### src/rtl/glitch_filter_pkg.sv
package glitch_filter_pkg;

  // Strobes from the sample controller to the window datapath.
  typedef struct packed {
    logic sampleEn;
  } gf_strobe_t;

endpackage

### src/rtl/gf_sample_ctrl.sv
module gf_sample_ctrl
  import glitch_filter_pkg::*;
#(
  parameter int DIV_RATIO = 1
) (
  input  logic       clk,
  input  logic       rst_n,
  output gf_strobe_t strobes
);

  localparam int CNT_W = (DIV_RATIO > 1) ? $clog2(DIV_RATIO) : 1;

  generate
    if (DIV_RATIO <= 1) begin : g_every_clock
      always_comb begin
        strobes = '0;
        strobes.sampleEn = 1'b1;
      end
    end else begin : g_divided
      logic [CNT_W-1:0] divCnt;

      always_ff @(posedge clk or negedge rst_n) begin
        if (!rst_n) begin
          divCnt <= '0;
        end else if (divCnt == CNT_W'(DIV_RATIO - 1)) begin
          divCnt <= '0;
        end else begin
          divCnt <= divCnt + 1'b1;
        end
      end

      always_comb begin
        strobes = '0;
        strobes.sampleEn = (divCnt == CNT_W'(DIV_RATIO - 1));
      end


      sample_spacing_chk: assert property (@(posedge clk) disable iff (!rst_n)
        strobes.sampleEn |=> !strobes.sampleEn);


      div_range_chk: assert property (@(posedge clk) disable iff (!rst_n)
        divCnt <= CNT_W'(DIV_RATIO - 1));
    end
  endgenerate

endmodule

### src/rtl/gf_window_path.sv
module gf_window_path
  import glitch_filter_pkg::*;
#(
  parameter int WIN_LEN     = 4,
  parameter int SYNC_STAGES = 2,
  parameter bit IDLE_LEVEL  = 1'b0
) (
  input  logic       clk,
  input  logic       rst_n,
  input  gf_strobe_t strobes,
  input  logic       rawIn,
  output logic       cleanOut,
  output logic       risePulse,
  output logic       fallPulse
);

  logic [SYNC_STAGES-1:0] syncChain;
  logic [WIN_LEN-1:0]     window;
  logic                   cleanQ;
  logic                   cleanPrev;
  logic                   allOnes;
  logic                   allZeros;

  always_ff @(posedge clk or negedge rst_n) begin
    if (!rst_n) begin
      syncChain <= {SYNC_STAGES{IDLE_LEVEL}};
    end else begin
      syncChain <= {syncChain[SYNC_STAGES-2:0], rawIn};
    end
  end

  // Newest sample enters bit 0 on each tick.
  always_ff @(posedge clk or negedge rst_n) begin
    if (!rst_n) begin
      window <= {WIN_LEN{IDLE_LEVEL}};
    end else if (strobes.sampleEn) begin
      window <= {window[WIN_LEN-2:0], syncChain[SYNC_STAGES-1]};
    end
  end

  assign allOnes  = &window;
  assign allZeros = ~|window;

  always_ff @(posedge clk or negedge rst_n) begin
    if (!rst_n) begin
      cleanQ    <= IDLE_LEVEL;
      cleanPrev <= IDLE_LEVEL;
    end else begin
      cleanPrev <= cleanQ;
      if (allOnes) begin
        cleanQ <= 1'b1;
      end else if (allZeros) begin
        cleanQ <= 1'b0;
      end
    end
  end

  assign cleanOut  = cleanQ;
  assign risePulse = cleanQ & ~cleanPrev;
  assign fallPulse = ~cleanQ & cleanPrev;


  rise_needs_ones_chk: assert property (@(posedge clk) disable iff (!rst_n)
    $rose(cleanQ) |-> ($past(window) == {WIN_LEN{1'b1}}));


  fall_needs_zeros_chk: assert property (@(posedge clk) disable iff (!rst_n)
    $fell(cleanQ) |-> ($past(window) == {WIN_LEN{1'b0}}));


  mixed_hold_chk: assert property (@(posedge clk) disable iff (!rst_n)
    (!allOnes && !allZeros) |=> $stable(cleanQ));


  shift_gated_chk: assert property (@(posedge clk) disable iff (!rst_n)
    !strobes.sampleEn |=> $stable(window));


  rise_single_chk: assert property (@(posedge clk) disable iff (!rst_n)
    risePulse |=> !risePulse);


  fall_single_chk: assert property (@(posedge clk) disable iff (!rst_n)
    fallPulse |=> !fallPulse);


  pulse_exclusive_chk: assert property (@(posedge clk) disable iff (!rst_n)
    $countones({risePulse, fallPulse}) <= 1);

endmodule

### src/rtl/glitch_filter.sv
module glitch_filter
  import glitch_filter_pkg::*;
#(
  parameter int WIN_LEN     = 4,
  parameter int SYNC_STAGES = 2,
  parameter int DIV_RATIO   = 1,
  parameter bit IDLE_LEVEL  = 1'b0
) (
  input  logic clk,
  input  logic rst_n,
  input  logic rawIn,
  output logic cleanOut,
  output logic risePulse,
  output logic fallPulse
);

  gf_strobe_t strobes;

  gf_sample_ctrl #(
    .DIV_RATIO(DIV_RATIO)
  ) u_ctrl (
    .clk     (clk),
    .rst_n   (rst_n),
    .strobes (strobes)
  );

  gf_window_path #(
    .WIN_LEN     (WIN_LEN),
    .SYNC_STAGES (SYNC_STAGES),
    .IDLE_LEVEL  (IDLE_LEVEL)
  ) u_path (
    .clk       (clk),
    .rst_n     (rst_n),
    .strobes   (strobes),
    .rawIn     (rawIn),
    .cleanOut  (cleanOut),
    .risePulse (risePulse),
    .fallPulse (fallPulse)
  );

endmodule

### config.mk
export PLATFORM = sky130hd
export DESIGN_NAME = glitch_filter
export DESIGN_NICKNAME = d
export VERILOG_FILES = /design/src/rtl/glitch_filter_pkg.sv /design/src/rtl/gf_sample_ctrl.sv /design/src/rtl/gf_window_path.sv /design/src/rtl/glitch_filter.sv
export SDC_FILE = /design/constraint.sdc
export NUM_CORES = 1
export LEC_CHECK = 0
export BUFFER_PORTS_ARGS = -buffer_cell sky130_fd_sc_hd__buf_2
export CELL_PAD_IN_SITES_DETAIL_PLACEMENT = 0
export CELL_PAD_IN_SITES_GLOBAL_PLACEMENT = 1
export CORE_AREA = 4 4 41 43
export DETAILED_ROUTE_END_ITERATION = 16
export DIE_AREA = 0 0 45 47
export GPL_TIMING_DRIVEN = 1
export PLACE_DENSITY = 0.42
export SYNTH_ARGS = -nofsm -noshare
export SYNTH_HDL_FRONTEND = slang
export SYNTH_SLANG_ARGS = --single-unit
### constraint.sdc
create_clock -name clk -period 2.58 [get_ports clk]
set_clock_uncertainty 0.1 [all_clocks]
set_input_delay 0.774 -clock clk [delete_from_list [all_inputs] [get_ports clk]]
set_output_delay 0.774 -clock clk [all_outputs]
set_load 0.1 [all_outputs]
==> Yosys cells after proc, flatten, opt, wreduce, memory -nomap -nowiden <==
Index checks and enable logic that the tools add are counted.
{ "totals": {"regBits": 8, "out_inout_bits": 3} }
{ "classes": {"eq_ne": 1, "n_mux": 2, "n_bitwise": 4, "n_reduce_logical": 2} }
{ "ops": {"columns": ["cell", "n"], "rows": [
  ["AND reduction 4 bit", 1],
  ["OR reduction 4 bit", 1],
  ["AND 1 bit", 2],
  ["two-way mux 1 bit", 2],
  ["!= test 2 x 1 -> 1 bit (second input constant)", 1],
  ["inverter 1 bit", 2]
]} }

==> Logic depth before layout (Yosys ltp) <==
Gate-level depths: netlist (run 1).
{ "logic_depth": {"ltp_word": 3, "ltp_mapped": 2, "ltp_nobuf": 2} }

==> Hierarchy <==
Synthesis (run 1) repeated with hierarchy kept, for this count alone.
{ "unflattened": {"hier_cells": 19, "hier_area_um2": 295.3} }
{ "modules_own_cells": {"columns": ["mod", "n_inst", "cells_each", "area_each_um2", "seq_area_each_um2"], "rows": [
  ["gf_window_path", 1, 17, 284.0, 200.2],
  ["gf_sample_ctrl", 1, 2, 11.3, 0.0]
]} }

==> Worst setup path before layout (run 1) <==
OpenSTA, ideal clock, no wires.
{ "synth_path": {"path_kind": "reg2out", "start": "reg u_path.cleanQ (netlist: u_path.cleanOut)", "end": "out risePulse", "t_arrival_ns": 2.402, "setup_slack_ns": -0.696, "stages_incl_launch_ff": 2, "n_path_buf": 0, "cell_sequence": "dfrtp_1 > nor2b_1"} }
{ "synth_between": {"elab_chain_len": 1} }
{ "synth_lines": {"columns": ["element", "line_no", "source"], "rows": [
  ["start: declaration", "gf_window_path.sv:19", "logic cleanQ;"],
  ["start signal: assignment", "gf_window_path.sv:46", "cleanQ <= IDLE_LEVEL;"],
  ["start signal: assignment", "gf_window_path.sv:51", "cleanQ <= 1'b1;"],
  ["start signal: assignment", "gf_window_path.sv:53", "cleanQ <= 1'b0;"],
  ["AND 1 bit", "gf_window_path.sv:59", "assign risePulse = cleanQ & ~cleanPrev;"],
  ["end: declaration", "glitch_filter.sv:13", "output logic risePulse,"]
]} }
No other way between the ends.

==> Final worst setup path (run 1) <==
Same ends and word-level chain as after synthesis.

==> run summary, run 1 <==
Status -> finished clean
Die Area -> 0.002115 mm^2
Worst-Margin Slew -> 0.4869 ns
Total track usage -> 0.04243
Crit end category -> output pin
WS Path Type -> flip-flop to output pin
Crit path required time -> 1.71 ns
Clock network power share -> 0.267
# IOs -> 6
Post-synth cell types -> 5
Core ar. -> 0.001301 mm^2
TritonCTS clock tree -> yes
Pins Over Slew Limit -> 0
Post-layout min period -> 2.157 ns
Critical path launch point type -> flip-flop
Worst Path Arrival -> 1.28 ns
Syn nets -> 16
Static Leak -> 0.1522 nW
Worst-path fanout max -> 5
Fin crit share -> 0.8360
Area of the multi-input gates -> 53.80 um^2
Nets -> 26
Clk root buf -> clkbuf_4
Final ANT Viol Nets -> 0
Fmax achieved -> 463.7 MHz
Commonest non-fill, non-tap cell in the layout -> dfrtp_1
Post-CTS resize count -> 0
Num CTS Buffers -> 3
Final count of hold timing violations -> 0
Pin count of the biggest net entering global routing -> 9
Worst-Skew Late Latency -> 0.24 ns
Vias in the first global route -> 120
Dpl ws -> 0.6641 ns
Grt ovf -> 0
Most frequent cells in the layout -> 8 x dfrtp_1, 5 x buf_2, 3 x clkbuf_4
Placer Congestion -> 0.6219
Sequential power share -> 0.442
Syn Area/Cell -> 18.38 um^2
CTS Sinks -> 8
Pwr dens -> 1048 mW/mm^2
Area Growth Syn to Fin -> 34.03%
Post-synthesis sequential area ratio -> 0.8377
Post-CTS setup buffer count -> 0
Final wirelength -> 337 um
Hold buffer count at CTS -> 0
Cells after Synth -> 13
Clock Path Buffers -> 2
Final setup viols -> 0
Initial antenna violation count -> 0
Share of layout cells above drive strength 1 -> 0.5238
Sw Share -> 0.3776
CTS clock-pin slew for the worst setup and hold paths -> 0.05 ns
Post-route DRC -> 0
Slew headroom -> 0.6777
Chip width -> 45 um
Int Pwr -> 0.2090 mW
Max Cap Viol -> 0
Tightest Hold Check Type -> flip-flop to flip-flop
Worst VDD drop -> 0.3806 mV
First-pass GRT wire length -> 538 um
Net Sw Power -> 0.1268 mW
Setup total negative slack -> 0 ns
Router iterations before antenna repair -> 2
H-tree depth -> 1
Final WS setup -> 0.4232 ns
Unrepaired setup endpoints after global routing -> false
IO buf count -> 5
Synth Register Bits -> 8
Vias/cell -> 3.556
YS warnings -> 0
DR iter-0 viols -> 1
Filler cells -> 150
Wire length per cell -> 9.361 um
Row cnt -> 13
Sequential cell area -> 200.2 um^2
DIE HEIGHT -> 47 um
DR vias -> 128
Mapped Area -> 239.0 um^2
Combinational share of power -> 0.290
Starting density of the core -> 0.1837
Diodes inserted -> 0
## registers in the layout, indices dropped and copies added (netlist names)
register,cells
u_path.cleanOut,1
u_path.cleanPrev,1
u_path.syncChain,2
u_path.window,4
## critical path, cell delays in order, from the launching register on
cell	delay, ns
dfrtp_1	0.45
nor2b_4	0.17
buf_2	0.42
## metrics by stage
stage | hold slack (ns) | utilization | instances | power (mW) | area (um^2)
2_1_floorplan | 0.2312 | - | 13 | 0.2341 | 254.0
3_3_place_gp | 0.2338 | 0.2288 | 33 | 0.2492 | 297.8
3_5_place_dp | 0.2365 | 0.2288 | 33 | 0.2495 | 297.8
4_1_cts | 0.2489 | 0.2462 | 36 | 0.3434 | 320.3
5_1_grt | 0.2493 | 0.2462 | 36 | 0.3529 | 320.3
6_report | 0.2501 | 0.2462 | 36 | 0.3358 | 320.3
## power by group through the flow
stage	sequential [mW]	clock [mW]	combinational, mW
global placement	0.151	0	0.0987
global route	0.150	0.102	0.101
CTS	0.149	0.0960	0.0986
detailed placement	0.151	0	0.0984
finish	0.149	0.0898	0.0975
floorplan	0.172	0	0.0624
## Yosys cell counts, drive strengths merged
master,count,share of area
dfrtp,8,0.84
nand2,1,0.016
nand4,1,0.026
nor2b,2,0.052
o41ai,1,0.068
## final timing paths
check | from | end | slack [ns] | cells past startpoint
hold / removal | u_path.syncChain[1] | u_path.window[0] | 0.25 | 0
max in group asynchronous | rst_n | u_path.window[3] | 1.96 | 1
hold reg to reg | u_path.syncChain[1] | u_path.window[0] | 0.25 | 0
setup / recovery | u_path.cleanOut | risePulse | 0.42 | 2
min in group asynchronous | rst_n | u_path.syncChain[0] | 0.26 | 1
setup reg to reg | u_path.window[1] | u_path.cleanOut | 1.54 | 2
## per-layer routing
metal,part of all wire,track usage,vias to the layer above
met3,0.053,0.02299,0
met1,0.45,0.04965,64
met4,0,0.07018,0
li1,-,-,61
met2,0.50,0.03955,3
met5,0,0,-
## layout make-up
cell class,instances,share of cell area
Tap cell,15,0.05859
Clock buffer,3,0.07031
Sequential cell,8,0.6250
Timing Repair Buffer,5,0.07813
Multi-Input combinational cell,5,0.1680
## logic make-up (layout without fill, tap and decap cells)
logic type	count (synthesis)	after routing	synth area share
DFF	8	8	0.8377
and+or+nand+nor	4	4	0.09423
AOI/OAI and AO/OA	1	1	0.06808
buffers and inverters	0	8	0
(Power assumes the default switching activity.)
==> inputs of run 2 (changes only) <==
==> constraint.sdc (replaced) <==
create_clock -name clk -period 2.1 [get_ports clk]
set_clock_uncertainty 0.1 [all_clocks]
set_input_delay 0.63 -clock clk [delete_from_list [all_inputs] [get_ports clk]]
set_output_delay 0.63 -clock clk [all_outputs]
set_load 0.1 [all_outputs]
==> run summary, run 2 (same netlist as run 1, synthesis figures left out) <==
FF-to-FF End -> u_path.cleanOut
First-pass GRT wire length -> 621 um
Dpl ws -> 0.3991 ns
Worst VDD drop -> 0.2953 mV
Tightest Hold Check Type -> input port to asynchronous set/reset pin
Status -> finished clean
Die Area -> 0.002115 mm^2
Placer Congestion -> 0.6355
Total track usage -> 0.04956
Starting density of the core -> 0.1837
Clock network power share -> 0.292
Final WS setup -> 0.1338 ns
IO buf count -> 5
Net Sw Power -> 0.1625 mW
DR iter-0 viols -> 0
Static Leak -> 0.1524 nW
Core ar. -> 0.001301 mm^2
Combinational share of power -> 0.280
Post-layout min period -> 1.966 ns
Worst Path Arrival -> 1.24 ns
TritonCTS clock tree -> yes
FF-to-FF path depth -> 2
Vias/cell -> 3.595
Nets -> 26
Pin count of the biggest net entering global routing -> 9
Final wirelength -> 370 um
Most frequent cells in the layout -> 7 x dfrtp_1, 5 x buf_2, 3 x clkbuf_4
# IOs -> 6
Chip width -> 45 um
Pwr dens -> 1315 mW/mm^2
Critical path's slowest cell -> dfrtp_2
Final ANT Viol Nets -> 0
CTS clock-pin slew for the worst setup and hold paths -> 0.06 ns
Grt ovf -> 0
Crit path required time -> 1.37 ns
DIE HEIGHT -> 47 um
WS Path Type -> flip-flop to output pin
Pins Over Slew Limit -> 0
Final Util -> 0.2500
Row cnt -> 13
H-tree depth -> 1
Fmax achieved -> 508.6 MHz
Commonest non-fill, non-tap cell in the layout -> dfrtp_1
Num CTS Buffers -> 3
Critical path launch point type -> flip-flop
Hold buffer count at CTS -> 0
Worst-path fanout max -> 5
Largest register by flop count -> u_path.window
Clock Path Buffers -> 2
Router iterations before antenna repair -> 1
Wire length per cell -> 10.00 um
WHS -> 0.1017 ns
Worst path cell trace -> nor2b_4, buf_2
R2r setup slk -> 1.08 ns
Crit end category -> output pin
Final count of hold timing violations -> 0
Post-CTS setup buffer count -> 0
Share of layout cells above drive strength 1 -> 0.5455
Slowest cell delay on critical path -> 0.42 ns
Sequential power share -> 0.428
CTS Sinks -> 8
Post-DP HPWL -> 262 um
Final setup viols -> 0
RR Startpoint -> u_path.window[1]
Crit path buffers/inverters -> 1
Largest regs -> u_path.window (4), u_path.syncChain (2)
Worst-Skew Late Latency -> 0.25 ns
Max FFs per register -> 4
Slew headroom -> 0.6770
Sw Share -> 0.3799
Max Cap Viol -> 0
Initial antenna violation count -> 0
Post-route DRC -> 0
Clk root buf -> clkbuf_4
Area Growth Syn to Fin -> 36.13%
Post-CTS resize count -> 0
Top delay family on crit path -> flip-flops
Worst-Margin Slew -> 0.4879 ns
Unrepaired setup endpoints after global routing -> false
Setup total negative slack -> 0 ns
DR vias -> 133
Vias in the first global route -> 140
Diodes inserted -> 0
Int Pwr -> 0.2652 mW
Fin crit share -> 0.9363
run 2: power groups by stage:
stage	combinational, mW	sequential (mW)	clock [mW]
2_1_floorplan	0.0763	0.212	0
3_3_place_gp	0.121	0.186	0
3_5_place_dp	0.121	0.186	0
4_1_cts	0.121	0.184	0.133
5_1_grt	0.124	0.185	0.143
6_report	0.120	0.183	0.125
run 2: worst max path at each step:
stage / start / to / slack (ns) / depth (start not counted)
floorplan: u_path.cleanOut / risePulse / 0.02 / 1
global placement: u_path.cleanOut / risePulse / 0.40 / 2
detailed placement: u_path.cleanOut / risePulse / 0.40 / 2
CTS: u_path.cleanOut / risePulse / 0.11 / 2
global route: u_path.cleanOut / risePulse / 0.07 / 2
finish: u_path.cleanOut / risePulse / 0.13 / 2
run 2: final cells by class:
type                    instances  area (um^2)
fillers                       145        975.9
flip-flops and latches          8        201.4
clock buffers                   4        26.28
well taps                      15        18.77
repair buffers                  5        25.02
multi-input cells               5        53.80
run 2: metrics by stage:
| stage | cells | power (mW) | instance area, um^2 |
|---|---|---|---|
| after floorplan | 13 | 0.2881 | 255.2 |
| after global placement | 33 | 0.3071 | 299.0 |
| after detailed placement | 33 | 0.3073 | 299.0 |
| after CTS | 37 | 0.4378 | 325.3 |
| after global routing | 37 | 0.4513 | 325.3 |
| final | 37 | 0.4277 | 325.3 |
run 2: metal layers:
metal	track usage	up-vias	wire length, um
met5	0	-	0
met4	0.03509	0	0
met3	0.06130	0	39
met2	0.06215	6	180
met1	0.04235	66	150
li1	-	61	-
==> inputs of run 3 (changes only) <==
--- a/config.mk
+++ b/config.mk
@@ -13,6 +13,7 @@
 export DIE_AREA = 0 0 45 47
 export GPL_TIMING_DRIVEN = 1
 export PLACE_DENSITY = 0.42
+export REMOVE_ABC_BUFFERS = 1
 export SYNTH_ARGS = -nofsm -noshare
 export SYNTH_HDL_FRONTEND = slang
 export SYNTH_SLANG_ARGS = --single-unit
==> run summary, run 3 (same netlist as run 1, synthesis figures left out) <==
Status -> finished clean
Static Leak -> 0.1425 nW
Post-route design area -> 305.3 um^2
Diodes inserted -> 0
DR WL met3 -> 20 um
Commonest non-fill, non-tap cell in the layout -> dfrtp_1
CTS Sinks -> 8
RR Startpoint -> u_path.window[1]
Worst-Margin Slew -> 0.4884 ns
Initial antenna violation count -> 0
Sequential cell area -> 200.2 um^2
Placer Congestion -> 0.5778
Crit end category -> output pin
Largest regs -> u_path.window (4), u_path.syncChain (2)
Fin crit share -> 0.9220
Setup total negative slack -> 0 ns
Core ar. -> 0.001301 mm^2
DIE HEIGHT -> 47 um
Max Cap Viol -> 0
Grt ovf -> 0
Vias in the first global route -> 158
Total track usage -> 0.04716
Worst VDD drop -> 0.3830 mV
TritonCTS clock tree -> yes
Router iterations before antenna repair -> 1
Final setup viols -> 0
R2r setup slk -> 1.07 ns
Post-route DRC -> 0
Post-layout min period -> 1.936 ns
FF-to-FF End -> u_path.cleanOut
CP startpoint -> u_path.cleanOut
Share of layout cells above drive strength 1 -> 0.4286
Crit path required time -> 1.37 ns
Area Growth Syn to Fin -> 27.75%
Clk root buf -> clkbuf_4
WL met1 -> 143 um
Area after DPL -> 282.8 um^2
Num CTS Buffers -> 3
Hold buffer count at CTS -> 0
Final WS setup -> 0.1639 ns
Clock Path Buffers -> 2
Pins Over Slew Limit -> 0
IO buf count -> 5
CTS clock-pin slew for the worst setup and hold paths -> 0.05 ns
Unrepaired setup endpoints after global routing -> false
DR iter-0 viols -> 0
Vias/cell -> 3.583
Final count of hold timing violations -> 0
DR vias -> 129
Most frequent cells in the layout -> 8 x dfrtp_1, 5 x buf_2, 3 x clkbuf_4
Slew headroom -> 0.6767
Starting density of the core -> 0.1837
Met2 routed WL -> 177 um
Fmax achieved -> 516.5 MHz
# IOs -> 6
Worst Path Arrival -> 1.21 ns
Chip width -> 45 um
Area of the multi-input gates -> 38.79 um^2
Dpl ws -> 0.4049 ns
Row cnt -> 13
Pin count of the biggest net entering global routing -> 9
Final wirelength -> 340 um
WS Path Type -> flip-flop to output pin
Placed cells -> 33
H-tree depth -> 1
Largest register by flop count -> u_path.window
Max FFs per register -> 4
Worst-path fanout max -> 5
CP endpoint -> fallPulse
Die Area -> 0.002115 mm^2
Worst-Skew Late Latency -> 0.24 ns
Pwr dens -> 1310 mW/mm^2
Wire length per cell -> 9.444 um
Critical path launch point type -> flip-flop
Total power -> 0.4000 mW
Post-CTS setup buffer count -> 0
Final Util -> 0.2346
FF-to-FF path depth -> 2
Tightest Hold Check Type -> input port to asynchronous set/reset pin
Post-CTS resize count -> 0
Non-Filler Instances -> 36
First-pass GRT wire length -> 641 um
Nets -> 26
Final ANT Viol Nets -> 0
Top sig layer -> met3
Filler cells -> 143
WHS -> 0.1118 ns
[run 3: changes by cell type in the layout (fill, tap and decap cells not counted)]
| cell | change |
|---|---|
| nor2b_1 | +2 |
| nor2b_4 | -2 |
| clkbuf_1 | -1 |
| dfrtp_1 | +1 |
| dfrtp_2 | -1 |
[run 3: power breakdown]
| group | internal [mW] | switching [mW] |
|---|---|---|
| clock network | 0.0649 | 0.0450 |
| logic | 0.0164 | 0.0957 |
| registers | 0.168 | 0.0101 |
[run 3: how the worst min path moves through the flow]
stage / endpoint / start / slack (ns)
floorplan: u_path.cleanOut / rst_n / 0.23
global placement: u_path.window[0] / u_path.syncChain[1] / 0.24
detailed placement: u_path.syncChain[1] / u_path.syncChain[0] / 0.24
CTS: u_path.window[1] / rst_n / 0.11
global route: u_path.syncChain[1] / rst_n / 0.12
finish: u_path.syncChain[0] / rst_n / 0.11
[run 3: critical path: stages (launching register included)]
cell and delay, ns:
dfrtp_1 0.41, nor2b_1 0.12, buf_2 0.43
[run 3: layer usage]
layer  vias up  track usage
li1         62            -
met1        64      0.05412
met2         3      0.05932
met3         0      0.02299
met4         0      0.05263
met5         -            0
[run 3: area by class of cell]
class,instances,share of cell area
repair buffers,5,0.08197
clock buffers,3,0.07377
flip-flops and latches,8,0.6557
multi-input cells,5,0.1270
well taps,15,0.06148
